## config.mk

```make
export PLATFORM = sky130hd
export DESIGN_NAME = audio_justify_conv
export DESIGN_NICKNAME = d
export VERILOG_FILES = /design/src/rtl/ajc_pkg.sv /design/src/rtl/ajc_capture.sv /design/src/rtl/ajc_delay_line.sv /design/src/rtl/ajc_route.sv /design/src/rtl/audio_justify_conv.sv
export SDC_FILE = /design/constraint.sdc
export NUM_CORES = 1
export LEC_CHECK = 0
export ABC_AREA = 1
export BUFFER_PORTS_ARGS = -buffer_cell sky130_fd_sc_hd__buf_2
export CORE_AREA = 2 2 39 41
export DETAILED_ROUTE_END_ITERATION = 16
export DIE_AREA = 0 0 41 43
export HOLD_SLACK_MARGIN = 0.1
export PLACE_DENSITY = 0.5
export REMOVE_ABC_BUFFERS = 1
export SETUP_SLACK_MARGIN = 0.15
export SYNTH_ARGS = -nofsm -noshare
export SYNTH_HDL_FRONTEND = slang
export SYNTH_SLANG_ARGS = --single-unit
```

## constraint.sdc

```tcl
create_clock -name bclk -period 0.8 [get_ports bclk]
set_input_delay 0.12 -clock bclk [delete_from_list [all_inputs] [get_ports bclk]]
set_output_delay 0.12 -clock bclk [all_outputs]
set_load 0.01 [all_outputs]
```

## src/rtl/ajc_pkg.sv

```systemverilog
// Shared types and derived-constant helpers for the justification converter.
// Assumes: slot count per channel exceeds sample width by at least one.
package ajc_pkg;

    // Conversion direction chosen by the static select input.
    typedef enum logic {
        DIR_I2S_TO_RJ = 1'b0,
        DIR_RJ_TO_I2S = 1'b1
    } conv_dir_e;

    // Bit periods between the I2S MSB slot and the right-justified MSB slot.
    function automatic int unsigned realign_delay(int unsigned slot_bits,
                                                  int unsigned sample_bits);
        return slot_bits - sample_bits - 1;
    endfunction

endpackage

```

## src/rtl/ajc_capture.sv

```systemverilog
// Input capture stage: registers the incoming serial lines on the falling
// bit-clock edge, mid-way through the sender's bit period.
// Assumes: the sender changes its lines on the rising edge.
module ajc_capture #(
    parameter int unsigned WIDTH = 2
) (
    input  logic             bclk,
    input  logic             rst_n,
    input  logic [WIDTH-1:0] din,
    output logic [WIDTH-1:0] dout
);

    // Sample all input lines; clear them during reset.
    always_ff @(negedge bclk) begin
        if (!rst_n) dout <= '0;
        else        dout <= din;
    end

endmodule

```

## src/rtl/ajc_delay_line.sv

```systemverilog
// Fixed-length shift register on the falling bit-clock edge.
// Assumes: DEPTH may be zero, which gives a plain wire.
module ajc_delay_line #(
    parameter int unsigned DEPTH = 7
) (
    input  logic bclk,
    input  logic rst_n,
    input  logic din,
    output logic dout
);

    generate
        if (DEPTH == 0) begin : g_wire
            assign dout = din;
        end else begin : g_shift
            logic [DEPTH-1:0] stage_q;

            // Shift one position per bit period; reset loads zeros.
            always_ff @(negedge bclk) begin
                if (!rst_n) stage_q <= '0;
                else        stage_q <= (stage_q << 1) | DEPTH'(din);
            end

            assign dout = stage_q[DEPTH-1];
        end
    endgenerate

endmodule

```

## src/rtl/ajc_route.sv

```systemverilog
// Direction routing and output registers. It picks which captured line goes
// through the shared delay line, inverts the word clock, and registers both
// outputs on the falling edge.
// Assumes: dir is static between resets.
module ajc_route (
    input  logic             bclk,
    input  logic             rst_n,
    input  ajc_pkg::conv_dir_e dir,
    input  logic             cap_ws,
    input  logic             cap_dat,
    input  logic             dly_out,
    output logic             dly_in,
    output logic             ws_q,
    output logic             dat_q
);
    import ajc_pkg::*;

    logic ws_src;
    logic dat_src;

    // Select the delayed line for this direction and the undelayed partner.
    always_comb begin
        if (dir == DIR_RJ_TO_I2S) begin
            dly_in  = cap_ws;
            ws_src  = dly_out;
            dat_src = cap_dat;
        end else begin
            dly_in  = cap_dat;
            ws_src  = cap_ws;
            dat_src = dly_out;
        end
    end

    // Register outputs so they change only on the falling edge.
    always_ff @(negedge bclk) begin
        if (!rst_n) begin
            ws_q  <= 1'b0;
            dat_q <= 1'b0;
        end else begin
            ws_q  <= ~ws_src;
            dat_q <= dat_src;
        end
    end

endmodule

```

## src/rtl/audio_justify_conv.sv

```systemverilog
// Top level: converts stereo serial audio between the I2S layout and the
// right-justified layout. It re-times one line through a fixed delay and
// inverts the word clock.
// Assumes: one bit-clock domain, static dir_sel, SLOT_BITS > SAMPLE_BITS.
module audio_justify_conv #(
    parameter int unsigned SAMPLE_BITS = 16,
    parameter int unsigned SLOT_BITS   = 24
) (
    input  logic bclk,
    input  logic rst_n,
    input  logic dir_sel,
    input  logic wclk_in,
    input  logic sdata_in,
    output logic bclk_out,
    output logic wclk_out,
    output logic sdata_out
);
    import ajc_pkg::*;

    localparam int unsigned DELAY  = realign_delay(SLOT_BITS, SAMPLE_BITS);
    localparam int unsigned WARM_W = $clog2(DELAY + 3) + 1;

    conv_dir_e  dir;
    logic [1:0] cap_q;
    logic       dly_in;
    logic       dly_out;

    assign dir      = conv_dir_e'(dir_sel);
    assign bclk_out = bclk;

    ajc_capture #(.WIDTH(2)) u_capture (
        .bclk (bclk),
        .rst_n(rst_n),
        .din  ({wclk_in, sdata_in}),
        .dout (cap_q)
    );

    ajc_delay_line #(.DEPTH(DELAY)) u_delay (
        .bclk (bclk),
        .rst_n(rst_n),
        .din  (dly_in),
        .dout (dly_out)
    );

    ajc_route u_route (
        .bclk   (bclk),
        .rst_n  (rst_n),
        .dir    (dir),
        .cap_ws (cap_q[1]),
        .cap_dat(cap_q[0]),
        .dly_out(dly_out),
        .dly_in (dly_in),
        .ws_q   (wclk_out),
        .dat_q  (sdata_out)
    );

    // Edges since reset, saturating; used only by the startup checks below.
    logic [WARM_W-1:0] warm_q;
    always_ff @(negedge bclk) begin
        if (!rst_n)                         warm_q <= '0;
        else if (warm_q != {WARM_W{1'b1}})  warm_q <= warm_q + 1'b1;
    end

    // right-justified to I2S, data passes with only capture and output latency.
    a_r6_data_undelayed: assert property (@(negedge bclk) disable iff (!rst_n)
        (dir_sel && $past(rst_n) && $past(rst_n, 2)) |-> (sdata_out == $past(sdata_in, 2)));

    // I2S to right-justified, word clock is inverted without added delay.
    a_r4_ws_inverted: assert property (@(negedge bclk) disable iff (!rst_n)
        (!dir_sel && $past(rst_n) && $past(rst_n, 2)) |-> (wclk_out == !$past(wclk_in, 2)));

    // delayed data reads reset zeros during the startup window.
    a_r7_startup_data_zero: assert property (@(negedge bclk) disable iff (!rst_n)
        (!dir_sel && warm_q >= 1 && warm_q <= WARM_W'(DELAY + 1)) |-> (sdata_out == 1'b0));

    // delayed word clock reads inverted reset zeros during startup.
    a_r7_startup_ws_high: assert property (@(negedge bclk) disable iff (!rst_n)
        (dir_sel && warm_q >= 1 && warm_q <= WARM_W'(DELAY + 1)) |-> (wclk_out == 1'b1));

    // direction select held constant while out of reset.
    a_r9_dir_static: assert property (@(negedge bclk) disable iff (!rst_n)
        $past(rst_n) |-> $stable(dir_sel));

endmodule

```

==> qor.csv, run 1 <==
metric,value,unit
Final setup viols,3,
ANT cells,0,
"flops & latches, synth",11,
post-route cell area,513.0,um2
max incr delay on CP,0.30,ns
crit-path leading delay family,flip-flops,
crit start category,register,
Area Growth Syn to Fin,42.36,%
clk slew on worst S/H paths,0.04,ns
Die H,43,um
# IOs,8,
synthesized area per cell,8.190,um2
Fill cells,150,
Clock Latency Late Sink,0.45,ns
GRT Total Usage,10.20,%
measured slew at the worst slew-check pin,0.1711,ns
Antenna Violating Nets Remaining,0,
average wire per standard cell,7.122,um
Register Area,224.0,um2
row count,14,
vias in the first global route,307,
crit path max fanout,1,
Final #Nets,72,
Syn. warnings,0,
initial antenna violation count,0,
detailed-router iteration count before antenna repair,2,
VDD IR max,0.001305,V
R2R depth,4,
hold path cells,3,
failing checks,negative setup slack,
Lkg Pwr,0.3355,nW
number of max-cap violations,0,
Crit. End Element,primary output,
Vias/cell,3.768,
Vias,309,
Critical Path RT,0.68,ns
CP max stage cell,dfxtp_2,
fin. max-slew vios,0,
1st-iter DRT viols,5,
Post-CTS Setup Inserts,0,
GPL Wtd Cong,0.6374,
DRC violations left,0,
final worst slack,-0.5788,ns
Final Skew,0.01545,ns
critical setup path kind,register to primary output,
CP Depth,1,
CP Cell Sequence,buf_6,
Post-Syn Area,360.3,um2
sequential element share of the synthesized area,61.11,%
largest net degree at the start of global routing,12,
RSZ-0062 raised after global routing,true,
total congestion overflow,0,
CTS tree,done,
post-place setup slack,-0.1459,ns
pwr dens,3281,nW/um2
Die ar.,1763,um2
placed standard-cell area,396.6,um2
final hold violations,0,
DP Wirelength,318.3,um
layout cells sized above 1,28.79,%
routed wire length,584,um
Post-Synthesis Cells,44,
"Arr. time, crit path",1.26,ns
die width,41,um
Slew HR,88.59,%
core area,1384,um2
Multi-input gate area,80.08,um2
synth unique cells,7,
run status,finished with violations,
CP Buf/Inv Count,1,
PortBufs,7,
initial core utilization,26.04,%
global-route wire length before repair,1028,um
min-delay worst type,input port to register,
## tightest hold or removal path, cell delays in order
cell and delay (ns):
buf_2 0.08, nand2_1 0.04, inv_1 0.04
## area by class of cell
cell class                 instances  share of cell area, %
tap                               16                  3.902
clock buffer                       7                  12.44
sequential                        11                  43.66
clock inverter                    12                  8.780
multi-input combinational         20                  15.61
inverter                          10                  7.317
timing repair buffer               6                  8.293
## cells by family (layout without fill, tap and decap cells)
family / Yosys count / in the layout / synth area share, %
buffers and inverters: 13 / 35 / 16.67
and+or+nand+nor: 20 / 20 / 22.22
DFF: 11 / 11 / 61.11
## state kept, by name, summed over array words and instances, names as in the netlist
register and flops:
u_capture.dout 2, u_route.ws_q 1, u_delay.g_shift.stage_q 7, u_route.dat_q 1
## layer usage
layer	GRT usage [%]	vias to the layer above	share of wire (%)
li1	-	164	-
met1	6.885	128	39
met2	10.94	15	46
met4	15.33	0	1.0
met5	0	-	0
met3	11.52	2	13
## repair_timing
item | CTS | global route
pin swaps | 0 | 1
hold buffers | 0 | 0
setup endpoints to repair | 3 | 5
cloned | 0 | 0
resized for setup | 2 | 8
## stage by stage
step | power [mW] | cells | setup TNS (ns) | util (%) | hold slack (ns)
after floorplan | 0.7040 | 42 | -0.1016 | - | 0.1200
after global placement | 0.8078 | 65 | -1.426 | 28.66 | 0.2206
after detailed placement | 0.8071 | 65 | -1.432 | 28.66 | 0.2206
after CTS | 1.696 | 82 | -1.265 | 35.80 | 0.2317
after global routing | 1.842 | 82 | -1.317 | 37.07 | 0.2380
final | 1.683 | 82 | -1.205 | 37.07 | 0.2491
## cell usage after synthesis
master | instances | area (um2)
buf_6 | 1 | 11.26
dfxtp_1 | 11 | 220.2
nor2_2 | 2 | 12.51
nor2_1 | 4 | 15.01
nand2_1 | 14 | 52.55
inv_1 | 11 | 41.29
buf_4 | 1 | 7.510
## path summary, 6_finish.rpt
check                                  start                          to  slack (ns)
setup / recovery               u_route.dat_q                   sdata_out       -0.58
hold / removal                      sdata_in           u_capture.dout[0]        0.25
setup reg to reg           u_capture.dout[0]               u_route.dat_q        0.20
hold reg to reg   u_delay.g_shift.stage_q[1]  u_delay.g_shift.stage_q[2]        0.40
## placed cells by master, fill, tap and decap left out
cell	netlist	routed
inv_1	11	21
buf_6	1	3
inv_2	0	1
buf_2	0	4
dfxtp_1	11	8
dfxtp_2	0	3
nor2_2	2	2
buf_8	0	1
nand2_1	14	14
clkbuf_4	0	4
nor2_1	4	4
buf_4	1	1
## report_power, final
group	internal [mW]	total, mW	switching (mW)
sequential	0.574	0.580	0.00653
clock	0.592	1.04	0.450
combinational	0.0295	0.0608	0.0314
Power figures use the tool's default switching activity.
==> inputs of run 2 (changes only) <==
Settings changed: SKIP_CTS_REPAIR_TIMING from default to 1.
==> run 2 against run 1 <==
The run still ends with negative setup slack left; clock skew shrank 0.0010 ns; wire length grew 0.34%; count of clock-buffer cells in the layout stayed put; power shrank 2.7%; setup slack about the same; clock power down 4%; global-route usage shrank 0.10 points; cell count unchanged; worst hold slack hardly changed.
==> qor.csv, run 2 (synthesis gave the netlist of run 1 again) <==
metric,value,unit,change
run status,finished with violations,,
failing checks,negative setup slack,,
post-route cell area,509.2,um2,-0.73%
GPL Wtd Cong,0.6374,,unchanged
Antenna Violating Nets Remaining,0,,unchanged
ANT cells,0,,unchanged
row count,14,,unchanged
GRT Total Usage,10.10,%,-0.10 points
Final setup viols,3,,unchanged
average wire per standard cell,7.146,um,+0.34%
Sw Ratio,29.30,%,+0.33 points
Final #Nets,72,,unchanged
critical setup path kind,register to primary output,,
vias in the first global route,308,,+0.33%
R2R Path Start,u_capture.dout[0],,
fin. max-slew vios,0,,unchanged
final worst slack,-0.5791,ns,-0.0002780 ns
Final Skew,0.01443,ns,-0.001029 ns
VDD IR max,0.001304,V,-0.15%
Crit. End Element,primary output,,
hold path cells,3,,unchanged
max FFs per register,7,,unchanged
Die H,43,um,unchanged
Final Util,36.80,%,-0.27 points
final hold violations,0,,unchanged
worst hold slack,0.2494,ns,+0.0003620 ns
placed insts,65,,unchanged
HP Start,sdata_in,,
Clock Latency Late Sink,0.45,ns,about the same
Lkg Pwr,0.3341,nW,-0.41%
Non-Filler Instances,82,,unchanged
Pint,1.157,mW,-3.2%
number of max-cap violations,0,,unchanged
CP Cell Sequence,buf_6,,
Net Switching,479.8,uW,-1.6%
placed standard-cell area,396.6,um2,unchanged
most frequent cells in the layout,"inv_1 (21), nand2_1 (14), dfxtp_1 (8)",,
DP Wirelength,318.3,um,unchanged
R2R depth,4,,unchanged
Area Growth Syn to Fin,41.32,%,
detailed-router iteration count before antenna repair,3,,+1
Vias,306,,-0.97%
CP Depth,1,,unchanged
clock network power share,60.8,%,-1.1 points
Power Total,1.637,mW,-2.7%
global-route wire length before repair,1014,um,-1.4%
post-place setup slack,-0.1459,ns,unchanged
RSZ-0062 raised after global routing,true,,
crit-path leading delay family,flip-flops,,
crit path max fanout,1,,unchanged
1st-iter DRT viols,6,,+1
CP max stage cell,dfxtp_2,,
Critical Path RT,0.68,ns,about the same
Slew HR,88.59,%,about the same
clk slew on worst S/H paths,0.04,ns,about the same
"Arr. time, crit path",1.26,ns,about the same
sequential power share,35.4,%,+0.9 points
measured slew at the worst slew-check pin,0.1711,ns,-0.00002253 ns
setup TNS,-1.202,ns,+0.003630 ns
core area,1384,um2,unchanged
biggest registers after layout,"u_delay.g_shift.stage_q: 7 flops, u_capture.dout: 2 flops",,
crit start category,register,,
Logic pwr share,3.7,%,about the same
pwr dens,3215,nW/um2,-2.0%
max incr delay on CP,0.30,ns,about the same
"commonest non-fill, non-tap cell in the layout",inv_1,,
total congestion overflow,0,,unchanged
initial core utilization,26.04,%,unchanged
Vias/cell,3.732,,-0.97%
largest net degree at the start of global routing,12,,unchanged
# IOs,8,,unchanged
layout cells sized above 1,28.79,%,unchanged
initial antenna violation count,0,,unchanged
CTS tree,done,,
DRC violations left,0,,unchanged
routed wire length,586,um,+0.34%
min-delay worst type,input port to register,,
Crit. Startpoint,u_route.dat_q,,
Die ar.,1763,um2,unchanged
die width,41,um,unchanged
CP Buf/Inv Count,1,,unchanged
PortBufs,7,,unchanged
largest register by flop count,u_delay.g_shift.stage_q,,
run 2: power groups by stage:
stage	registers (mW)	clock network [mW]	logic, mW
2_1_floorplan	0.587	0.0922	0.0247
3_3_place_gp	0.585	0.168	0.0553
3_5_place_dp	0.584	0.168	0.0552
4_1_cts	0.576	0.931	0.0556
5_1_grt	0.581	1.14	0.0705
6_report	0.580	0.996	0.0609
run 2: layout make-up:
type                            count  area, um2
Clock buffer                        7      60.06
Clock inverter                     12      45.04
Fill cell                         151      874.6
Inverter                           10      37.54
Multi-Input combinational cell     20      80.08
Sequential cell                    11      224.0
Tap cell                           16      20.02
Timing Repair Buffer                6      42.54
run 2: final timing paths:
| kind | end | slack [ns] |
|---|---|---|
| worst max-delay path | sdata_out | -0.58 |
| worst min-delay path | u_capture.dout[0] | 0.25 |
| worst min register to register | u_delay.g_shift.stage_q[2] | 0.40 |
| worst max register to register | u_route.dat_q | 0.20 |
run 2: metal layers:
metal / track usage [%] / part of all wire (%) / vias to the layer above
li1: - / - / 163
met1: 6.885 / 40 / 127
met2: 10.31 / 47 / 16
met3: 10.99 / 13 / 0
met4: 16.67 / 0 / 0
met5: 0 / 0 / -
